[src/rtl/irq_agg_pkg.sv]
package irq_agg_pkg;
   localparam int DATA_W = 16;
   localparam int OVF_W  = 13;
   typedef logic [DATA_W-1:0] word_t;
   // register map (6-bit space)
   localparam logic [5:0] LINK_EN_BASE = 6'h10;
   localparam logic [5:0] OVF_STAT_A   = 6'h20;
   localparam logic [5:0] OVF_EN_A     = 6'h21;
   localparam logic [5:0] CELL_CS_A    = 6'h22;
   localparam logic [5:0] FRM_EN_A     = 6'h23;
   localparam logic [5:0] CELL_EN_A    = 6'h24;
   // special link-0 positions
   localparam int SEC_BIT = 7;
   localparam int OVF_BIT = 8;
endpackage

[src/rtl/irq_latch_reg.sv]
module irq_latch_reg #(
   parameter int W = 8,
   parameter logic [W-1:0] LATCH_MASK = '1
) (
   input  logic         clk,
   input  logic         rst_n,
   input  logic [W-1:0] set_i,
   input  logic         wr_i,
   input  logic [W-1:0] wr_data_i,
   output logic [W-1:0] q_o
);
   for (genvar i = 0; i < W; i++) begin : g_bit
      if (LATCH_MASK[i]) begin : g_latch
         logic q;
         always_ff @(posedge clk or negedge rst_n) begin
            if (!rst_n)             q <= 1'b0;
            else if (set_i[i])      q <= 1'b1;
            else if (wr_i && !wr_data_i[i]) q <= 1'b0;
         end
         assign q_o[i] = q;


         set_latch_chk: assert property (@(posedge clk) disable iff (!rst_n)
            set_i[i] |=> q_o[i]);

         write_one_hold_chk: assert property (@(posedge clk) disable iff (!rst_n)
            (wr_i && wr_data_i[i] && q_o[i]) |=> q_o[i]);

         event_wins_chk: assert property (@(posedge clk) disable iff (!rst_n)
            (wr_i && !wr_data_i[i] && set_i[i]) |=> q_o[i]);
      end else begin : g_none
         assign q_o[i] = 1'b0;
      end
   end
endmodule

[src/rtl/irq_link_aggregator.sv]
module irq_link_aggregator
   import irq_agg_pkg::*;
#(
   parameter int NUM_LINKS  = 4,
   parameter int SRC_W      = 10,
   parameter int NUM_GROUPS = 8,
   parameter int ADDR_W     = 6
) (
   input  logic                       clk,
   input  logic                       rst_n,
   input  logic [NUM_LINKS*SRC_W-1:0] evt_i,
   input  logic [12:0]                ovf_evt_i,
   input  logic [NUM_GROUPS-1:0]      cell_done_i,
   input  logic [NUM_GROUPS-1:0]      frame_end_i,
   input  logic                       wr_en_i,
   input  logic [ADDR_W-1:0]          addr_i,
   input  logic [15:0]                wr_data_i,
   output logic [15:0]                rd_data_o,
   output logic                       irq_o
);
   localparam int CS_W = 2 * NUM_GROUPS;
   localparam logic [SRC_W-1:0] L0_MASK =
      ~((SRC_W'(1) << SEC_BIT) | (SRC_W'(1) << OVF_BIT));

   initial begin
      assert (NUM_LINKS >= 1 && NUM_LINKS <= 16) else $error("NUM_LINKS out of range");
      assert (SRC_W > OVF_BIT && SRC_W <= DATA_W) else $error("SRC_W out of range");
      assert (NUM_GROUPS >= 1 && NUM_GROUPS <= 8) else $error("NUM_GROUPS out of range");
      assert (ADDR_W == 6) else $error("ADDR_W must be 6");
   end

   logic [SRC_W-1:0] stat_q [NUM_LINKS];
   logic [SRC_W-1:0] en_q   [NUM_LINKS];
   logic [SRC_W-1:0] eff    [NUM_LINKS];
   logic [NUM_LINKS-1:0] link_pend;
   logic [NUM_LINKS-1:0] link_en_any;

   // second-level overflow register
   logic [OVF_W-1:0] ovf_q, ovf_en_q;
   logic ovf_sum;
   irq_latch_reg #(.W(OVF_W)) u_ovf (
      .clk(clk), .rst_n(rst_n), .set_i(ovf_evt_i),
      .wr_i(wr_en_i && addr_i == OVF_STAT_A),
      .wr_data_i(wr_data_i[OVF_W-1:0]), .q_o(ovf_q));

   always_ff @(posedge clk or negedge rst_n) begin
      if (!rst_n) ovf_en_q <= '0;
      else if (wr_en_i && addr_i == OVF_EN_A) ovf_en_q <= wr_data_i[OVF_W-1:0];
   end
   assign ovf_sum = |(ovf_q & ovf_en_q);

   // companion control/status: ready at low half, frame at high half
   logic [CS_W-1:0] cs_q, cs_wd;
   logic [NUM_GROUPS-1:0] rdy_q, frm_q, frm_en_q, cell_en_q;
   logic sec_sum;
   assign cs_wd = {wr_data_i[8 +: NUM_GROUPS], wr_data_i[0 +: NUM_GROUPS]};
   irq_latch_reg #(.W(CS_W)) u_cs (
      .clk(clk), .rst_n(rst_n), .set_i({frame_end_i, cell_done_i}),
      .wr_i(wr_en_i && addr_i == CELL_CS_A),
      .wr_data_i(cs_wd), .q_o(cs_q));
   assign rdy_q = cs_q[NUM_GROUPS-1:0];
   assign frm_q = cs_q[CS_W-1:NUM_GROUPS];

   always_ff @(posedge clk or negedge rst_n) begin
      if (!rst_n) begin
         frm_en_q  <= '0;
         cell_en_q <= '0;
      end else if (wr_en_i) begin
         if (addr_i == FRM_EN_A)  frm_en_q  <= wr_data_i[NUM_GROUPS-1:0];
         if (addr_i == CELL_EN_A) cell_en_q <= wr_data_i[NUM_GROUPS-1:0];
      end
   end
   assign sec_sum = |((rdy_q | frm_q) & frm_en_q & cell_en_q);

   // per-link status and enables
   for (genvar l = 0; l < NUM_LINKS; l++) begin : g_link
      localparam logic [SRC_W-1:0] MASK = (l == 0) ? L0_MASK : '1;
      irq_latch_reg #(.W(SRC_W), .LATCH_MASK(MASK)) u_stat (
         .clk(clk), .rst_n(rst_n), .set_i(evt_i[l*SRC_W +: SRC_W]),
         .wr_i(wr_en_i && addr_i == ADDR_W'(l)),
         .wr_data_i(wr_data_i[SRC_W-1:0]), .q_o(stat_q[l]));

      always_ff @(posedge clk or negedge rst_n) begin
         if (!rst_n) en_q[l] <= '0;
         else if (wr_en_i && addr_i == LINK_EN_BASE + ADDR_W'(l))
            en_q[l] <= wr_data_i[SRC_W-1:0];
      end

      if (l == 0) begin : g_l0
         always_comb begin
            eff[l] = stat_q[l];
            eff[l][SEC_BIT] = sec_sum;
            eff[l][OVF_BIT] = ovf_sum;
         end
      end else begin : g_ln
         assign eff[l] = stat_q[l];
      end
      assign link_pend[l]   = |(eff[l] & en_q[l]);
      assign link_en_any[l] = |en_q[l];
   end

   always_ff @(posedge clk or negedge rst_n) begin
      if (!rst_n) irq_o <= 1'b0;
      else        irq_o <= |link_pend;
   end

   // register read, one cycle of latency
   word_t rd_nxt;
   always_comb begin
      rd_nxt = '0;
      for (int l = 0; l < NUM_LINKS; l++) begin
         if (addr_i == ADDR_W'(l))                 rd_nxt = DATA_W'(eff[l]);
         if (addr_i == LINK_EN_BASE + ADDR_W'(l))  rd_nxt = DATA_W'(en_q[l]);
      end
      case (addr_i)
         OVF_STAT_A: rd_nxt = DATA_W'(ovf_q);
         OVF_EN_A:   rd_nxt = DATA_W'(ovf_en_q);
         CELL_CS_A:  begin
            rd_nxt[0 +: NUM_GROUPS] = rdy_q;
            rd_nxt[8 +: NUM_GROUPS] = frm_q;
         end
         FRM_EN_A:   rd_nxt = DATA_W'(frm_en_q);
         CELL_EN_A:  rd_nxt = DATA_W'(cell_en_q);
         default: ;
      endcase
   end

   always_ff @(posedge clk or negedge rst_n) begin
      if (!rst_n) rd_data_o <= '0;
      else        rd_data_o <= rd_nxt;
   end


   ovf_summary_drop_chk: assert property (@(posedge clk) disable iff (!rst_n)
      (wr_en_i && addr_i == OVF_EN_A && wr_data_i[OVF_W-1:0] == '0) |=> !ovf_sum);

   sec_cell_gate_chk: assert property (@(posedge clk) disable iff (!rst_n)
      (wr_en_i && addr_i == CELL_EN_A && wr_data_i[NUM_GROUPS-1:0] == '0) |=> !sec_sum);

   irq_needs_enable_chk: assert property (@(posedge clk) disable iff (!rst_n)
      $rose(irq_o) |-> $past(|link_en_any));

   irq_reset_chk: assert property (@(posedge clk) disable iff (!rst_n)
      $rose(rst_n) |-> !irq_o);
endmodule

[config.mk]
export PLATFORM = sky130hd
export DESIGN_NAME = irq_link_aggregator
export DESIGN_NICKNAME = d
export VERILOG_FILES = /design/src/rtl/irq_agg_pkg.sv /design/src/rtl/irq_latch_reg.sv /design/src/rtl/irq_link_aggregator.sv
export SDC_FILE = /design/constraint.sdc
export NUM_CORES = 1
export LEC_CHECK = 0
export CORE_MARGIN = 2
export CORE_UTILIZATION = 49
export DETAILED_ROUTE_END_ITERATION = 12
export GPL_ROUTABILITY_DRIVEN = 0
export HOLD_SLACK_MARGIN = 0.03
export PLACE_DENSITY = 0.75
export SLEW_MARGIN = 25
export SYNTH_ARGS = -nofsm -noshare
export SYNTH_HDL_FRONTEND = slang
export SYNTH_SLANG_ARGS = --single-unit
[constraint.sdc]
create_clock -name clk -period 2 [get_ports clk]
set_input_delay 0.4 -clock clk [delete_from_list [all_inputs] [get_ports clk]]
set_output_delay 0.4 -clock clk [all_outputs]
set_load 0.01 [all_outputs]
==> Word level (Yosys, flattened, before mapping) <==
Cells that the tools add are included.
{ "op_classes": {"bitwise_logic": 8, "n_reduce_logical": 167, "eq_ne": 12, "muxes": 143} }
{ "op_table": {"columns": ["cell", "count"], "rows": [
  ["two-way mux 1 bit", 134],
  ["nonzero test 2 bit", 67],
  ["two-way mux 16 bit", 7],
  ["case mux 16 bit (5 select lines)", 1],
  ["logical AND 1 bit", 78],
  ["bitwise AND 10 bit", 4],
  ["OR reduction 40 bit", 1],
  ["equality test 6 bit, second input constant", 5],
  ["equality test 6 x 5 -> 1 bit, second input constant", 4],
  ["bitwise AND 8 bit", 2],
  ["logical NOT 1 bit", 16],
  ["bitwise AND 13 bit", 1],
  ["OR reduction 13 bit", 1],
  ["equality test 6 x 2 -> 1 bit, second input constant", 2],
  ["two-way mux 10 bit", 1],
  ["bitwise OR 8 bit", 1],
  ["OR reduction 8 bit", 1],
  ["equality test 6 x 1 -> 1 bit, second input constant", 1],
  ["logical NOT 6 bit", 1],
  ["AND reduction 2 bit", 2]
]} }
{ "totals": {"output_inout_bits": 17, "input_bits": 94, "register_bits": 153} }

==> Logic depth before layout (Yosys ltp) <==
{ "depth": {"word_depth": 13, "ltp_mapped": 8, "depth_no_buf": 5} }

==> Modules after synthesis <==
From an unflattened synthesis, not the netlist that was laid out.
{ "hier_totals": {"hier_cells": 647, "area_unflattened_um2": 7666.1} }
{ "modules_own_cells": {"columns": ["mod", "area_each_um2", "n_inst", "cells_each"], "rows": [
  ["irq_link_aggregator", 4526.8, 1, 374],
  ["irq_latch_reg (g_link[1].u_stat ...)", 462.9, 3, 40],
  ["irq_latch_reg (u_cs)", 752.0, 1, 65],
  ["irq_latch_reg (u_ovf)", 609.3, 1, 53],
  ["irq_latch_reg (g_link[0].u_stat)", 389.1, 1, 35]
]} }

==> Worst setup path before layout <==
Ideal clock, no wire load.
{ "synth_timing": {"path_kind": "input to register", "startpoint": "in addr_i[0]", "endpoint": "reg frm_en_q[0]", "required_ps": 1875, "arrival_ps": 1680, "slack_ps": 195, "path_stages": 6, "setup_time_ps": 125, "cell_sequence": "buf_2 buf_4 clkbuf_1 nand3_1 nor2_4 mux2_2"} }
{ "synth_between": {"elab_chain_cells": 2} }
{ "synth_lines": {"columns": ["item", "line_no", "rtl"], "rows": [
  ["start, declared", "irq_link_aggregator.sv:16", "input logic [ADDR_W-1:0] addr_i,"],
  ["equality test 6 bit", "irq_link_aggregator.sv:69", "if (addr_i == FRM_EN_A) frm_en_q <= wr_data_i[NUM_GROUPS-1:0];"],
  ["AND reduction 2 bit (no line)", null, null],
  ["end signal, assigned", "irq_link_aggregator.sv:69", null],
  ["end, declared", "irq_link_aggregator.sv:54", "logic [NUM_GROUPS-1:0] rdy_q, frm_q, frm_en_q, cell_en_q;"]
]} }
Every way passes these cells.
A chain may end at the register's enable or synchronous reset.

==> Final worst setup path <==
{ "layout_timing": {"startpoint": "in addr_i[1]", "endpoint": "reg rd_data_o[3]"} }
{ "layout_between": {"elab_chain_cells": 10} }
{ "layout_lines": {"columns": ["item", "line_no", "rtl"], "rows": [
  ["logical NOT 6 bit", "irq_link_aggregator.sv:112", "if (addr_i == ADDR_W'(l)) rd_nxt = DATA_W'(eff[l]);"],
  ["two-way mux 10 bit", "irq_link_aggregator.sv:112", null],
  ["two-way mux 16 bit", "irq_link_aggregator.sv:113", "if (addr_i == LINK_EN_BASE + ADDR_W'(l)) rd_nxt = DATA_W'(en_q[l]);"],
  ["two-way mux 16 bit", "irq_link_aggregator.sv:112", null],
  ["two-way mux 16 bit", "irq_link_aggregator.sv:113", null],
  ["two-way mux 16 bit", "irq_link_aggregator.sv:112", null],
  ["two-way mux 16 bit", "irq_link_aggregator.sv:113", null],
  ["two-way mux 16 bit", "irq_link_aggregator.sv:112", null],
  ["two-way mux 16 bit", "irq_link_aggregator.sv:113", null],
  ["case mux 16 bit (5 select lines) *", "irq_link_aggregator.sv:115", "case (addr_i)"],
  ["net rd_nxt[3]", "irq_link_aggregator.sv:108", "word_t rd_nxt;"],
  ["end signal, assigned", "irq_link_aggregator.sv:130", "else rd_data_o <= rd_nxt;"],
  ["end, declared", "irq_link_aggregator.sv:18", "output logic [15:0] rd_data_o,"]
]} }
Mark *: on every way through the listed nets, which the timed path passes. The rest lies on a longest branch.

==> results.md <==
- Via/cell ratio: 6.20
- Required time of the critical path: 2310 ps
- Die area: 0.0155 mm²
- RSZ-0062 raised after global routing: no
- Share of cells above drive strength 1: 23.9%
- GRT Util Overall: 29.0%
- First-pass GRT wire length: 34.7 mm
- CP max FO: 23
- Max Slew Vio Count: 0
- Non-Filler Instances: 978
- Clock Pin Slew Worst Setup and Hold Paths: 60 ps
- Met3 GRT Util: 6.96%
- Sequential share of the synthesized area: 53.8%
- Drt total wl: 21.7 mm
- Met2 Use GR: 46.3%
- Status: finished clean
- Global route hottest layer: met2
- Die X: 124 µm
- Synth Cell Area: 0.00711 mm²
- Initial drt markers: 534
- Worst-margin pin slew: 606 ps
- DRC: 0
- CTS tree: done
- Fin crit share: 97.8%
- Post CTS Setup Buffer Count: 0
- Wirelength per Cell: 22.2 µm
- Clk_skew: 7.51 ps
- Grt ovf: 0
- Syn Inst Count: 615
- DRT antenna net count: 0
- Maximum root-to-sink buffer count: 2
- Total power draw: 7.66 mW
- Max cap viols: 0
- IO Pins: 111
- Final setup viols: 0
- # clock sinks: 153
- Grt met1 use: 37.5%
- Detailed-route via count: 6063
- HP Class: primary input to async pin
- FF+latch count, synth: 153
- Port Buf Inserts: 108
- Starting Density: 49.5%
- Startpoint Class: primary input
- Layout overhead on the synthesized area: 33.9%
- Fill cells: 1088
- Peak supply drop: 657 µV
- Post-Syn Nets: 709
- Die H: 124 µm
- Highest clock rate: 511 MHz
- Power per cell area: 804 mW/mm²
- Hpwl dp: 15.4 mm
- Worst skew pair latency: 430 ps
- Post-synth cell types: 50
- N_diodes: 0
- Synth Area per Inst: 11.6 µm²
- Core area: 0.0144 mm²
- H-tree level count: 4
- Largest net degree at the start of global routing: 51
- Max-slew headroom: 59.5%
- Static leakage: 3.88 nW
- Drt first pass iters: 5
- Final Hold Viols: 0
- Final min period: 1960 ps
- Vias in the first global route: 6392
- Worst setup EP type: flip-flop
- Syn. warnings: 0
- Std-Cell Rows: 44
- Arrival @ worst endpoint: 2260 ps
- Initial antenna violation count: 0
- Register area: 0.00383 mm²
- Area occupied by multi-input gates: 0.00312 mm²
- Cts bufs inserted: 17
- Number of nets in the layout: 875
- CTS Root Cell: clkbuf_16
- Placed Cells: 945
- Worst Setup Path Type: primary input to flip-flop
## metrics by stage
| stage | instance area, µm² | hold slack (ps) | setup TNS (ps) | utilization [%] | setup WS (ps) |
|---|---|---|---|---|---|
| 4_1_cts | 9510 | 505 | 0 | 66.2 | 85.1 |
| 3_3_place_gp | 8920 | 372 | -25050 | 62.1 | -295 |
| 2_1_floorplan | 7110 | 104 | 0 | - | 195 |
| 6_report | 9520 | 487 | 0 | 66.3 | 43.9 |
| 3_5_place_dp | 8920 | 370 | -28390 | 62.1 | -352 |
| 5_1_grt | 9520 | 525 | 0 | 66.3 | 6.23 |
## layer usage
metal	vias up	part of all wire, %	routed length, µm
li1	2621	-	-
met1	3003	39	8480
met2	362	48	10300
met3	77	9.0	1960
met4	0	4.5	967
met5	-	0	0
## cells in the final DEF (no fill, tap or decap), types with 3 or more instances in the layout
cell type and count:
dfrtp_1 153, clkdlybuf4s50_1 107, o21ai_0 86, mux2_2 71
nand2b_1 68, buf_4 64, a22oi_1 22, o22ai_1 19
clkbuf_16 17, nor2_1 14, a21oi_1 14, nor3_1 13
nand3_1 12, nand2_1 11, mux2i_1 10, o211ai_1 9
buf_12 9, mux4_2 8, nand4_1 7, and3b_1 7
a221oi_1 5, nand3b_1 5, clkbuf_1 5, clkinv_4 5
and3_1 4, or3_1 3, nor2b_1 3, inv_1 3
a2111oi_0 3, a2111oi_1 3
## layout make-up
class | instances | share of cell area (%)
clock inverters | 9 | 1.25
inverters | 3 | 0.118
flip-flops and latches | 153 | 40.2
well taps | 184 | 2.42
clock buffers | 23 | 4.81
repair buffers | 182 | 18.4
multi-input cells | 424 | 32.8
## critical path: stages
cell             delay [ps]
clkdlybuf4s50_1         570
buf_12                  200
nor2b_1                 380
o21ai_0                 150
a21oi_1                 190
a2111oi_1                80
nor3_1                  270
## logic make-up (layout without fill, tap and decap cells)
group	after synthesis	after routing	share of synthesized area [%]
buffers and inverters	38	217	2.41
AND/OR/NAND/NOR	161	161	13.7
AO/OA/AOI/OAI	174	174	14.9
multiplexers	89	89	15.2
flip-flops	153	153	53.8
## registers in the layout, indices dropped and copies added (netlist names)
name / count
u_ovf.g_bit.g_latch.q: 13
cell_en_q: 8
rd_data_o: 16
en_q: 40
g_link.u_stat.g_bit.g_latch.q: 38
irq_o: 1
ovf_en_q: 13
frm_en_q: 8
u_cs.g_bit.g_latch.q: 16
## where the power goes
part / leakage, nW / total, mW / internal (mW) / switching [mW]
Combinational: 1.88 / 1.03 / 0.578 / 0.450
Sequential: 1.73 / 3.47 / 3.30 / 0.167
Clock: 0.272 / 3.16 / 1.88 / 1.28
Total: 3.88 / 7.66 / 5.76 / 1.90
## synthesized netlist by cell type (all sizes together)
library cell  instances  area share, %
o221ai                1           0.12
mux2i                10            1.4
nor2                 18            1.2
a22o                  2           0.25
and2                  1          0.088
o21ai                88            6.2
buf                  14            1.1
a211o                 1           0.12
nand4                 8           0.79
a222oi                2           0.28
nor3                 15            1.3
nand3b                5           0.53
and3                  4           0.35
o211a                 1           0.14
clkbuf               21            1.1
a311o                 1           0.14
nor4                  3           0.35
or4                   1           0.11
nand2                12           0.67
nand3                12           0.84
nor2b                 3           0.26
a311oi                1           0.12
a21oi                14           0.99
a22oi                22            2.3
or3                   3           0.26
dfrtp               153             54
inv                   3           0.16
o22ai                19            1.7
o211ai                9           0.95
a31oi                 1          0.088
and3b                 7           0.86
nand2b               68            6.0
a221oi                5           0.62
or2                   1          0.088
mux4                  8            2.5
o31ai                 1           0.11
mux2                 71             11
a2111oi               6           0.74
## path summary, 6_finish.rpt
path	start	to	slack, ps	cells past startpoint
max in group asynchronous	rst_n	g_link[3].u_stat.g_bit[4].g_latch.q	860	3
hold reg to reg	frm_en_q[5]	frm_en_q[5]	540	1
setup / recovery	addr_i[1]	rd_data_o[3]	40	7
min in group clk	evt_i[38]	g_link[3].u_stat.g_bit[8].g_latch.q	520	2
setup reg to reg	u_ovf.g_bit[6].g_latch.q	rd_data_o[8]	240	5
hold / removal	rst_n	en_q[15]	490	2
## timing repair
item / 4_1_cts / 5_1_grt
endpoints found under the hold margin: 45 / 0
hold buffers: 1 / 0
resized for setup: 0 / 5
setup endpoints to repair: 0 / 5
No activity file was read; power rests on OpenSTA's default activity.
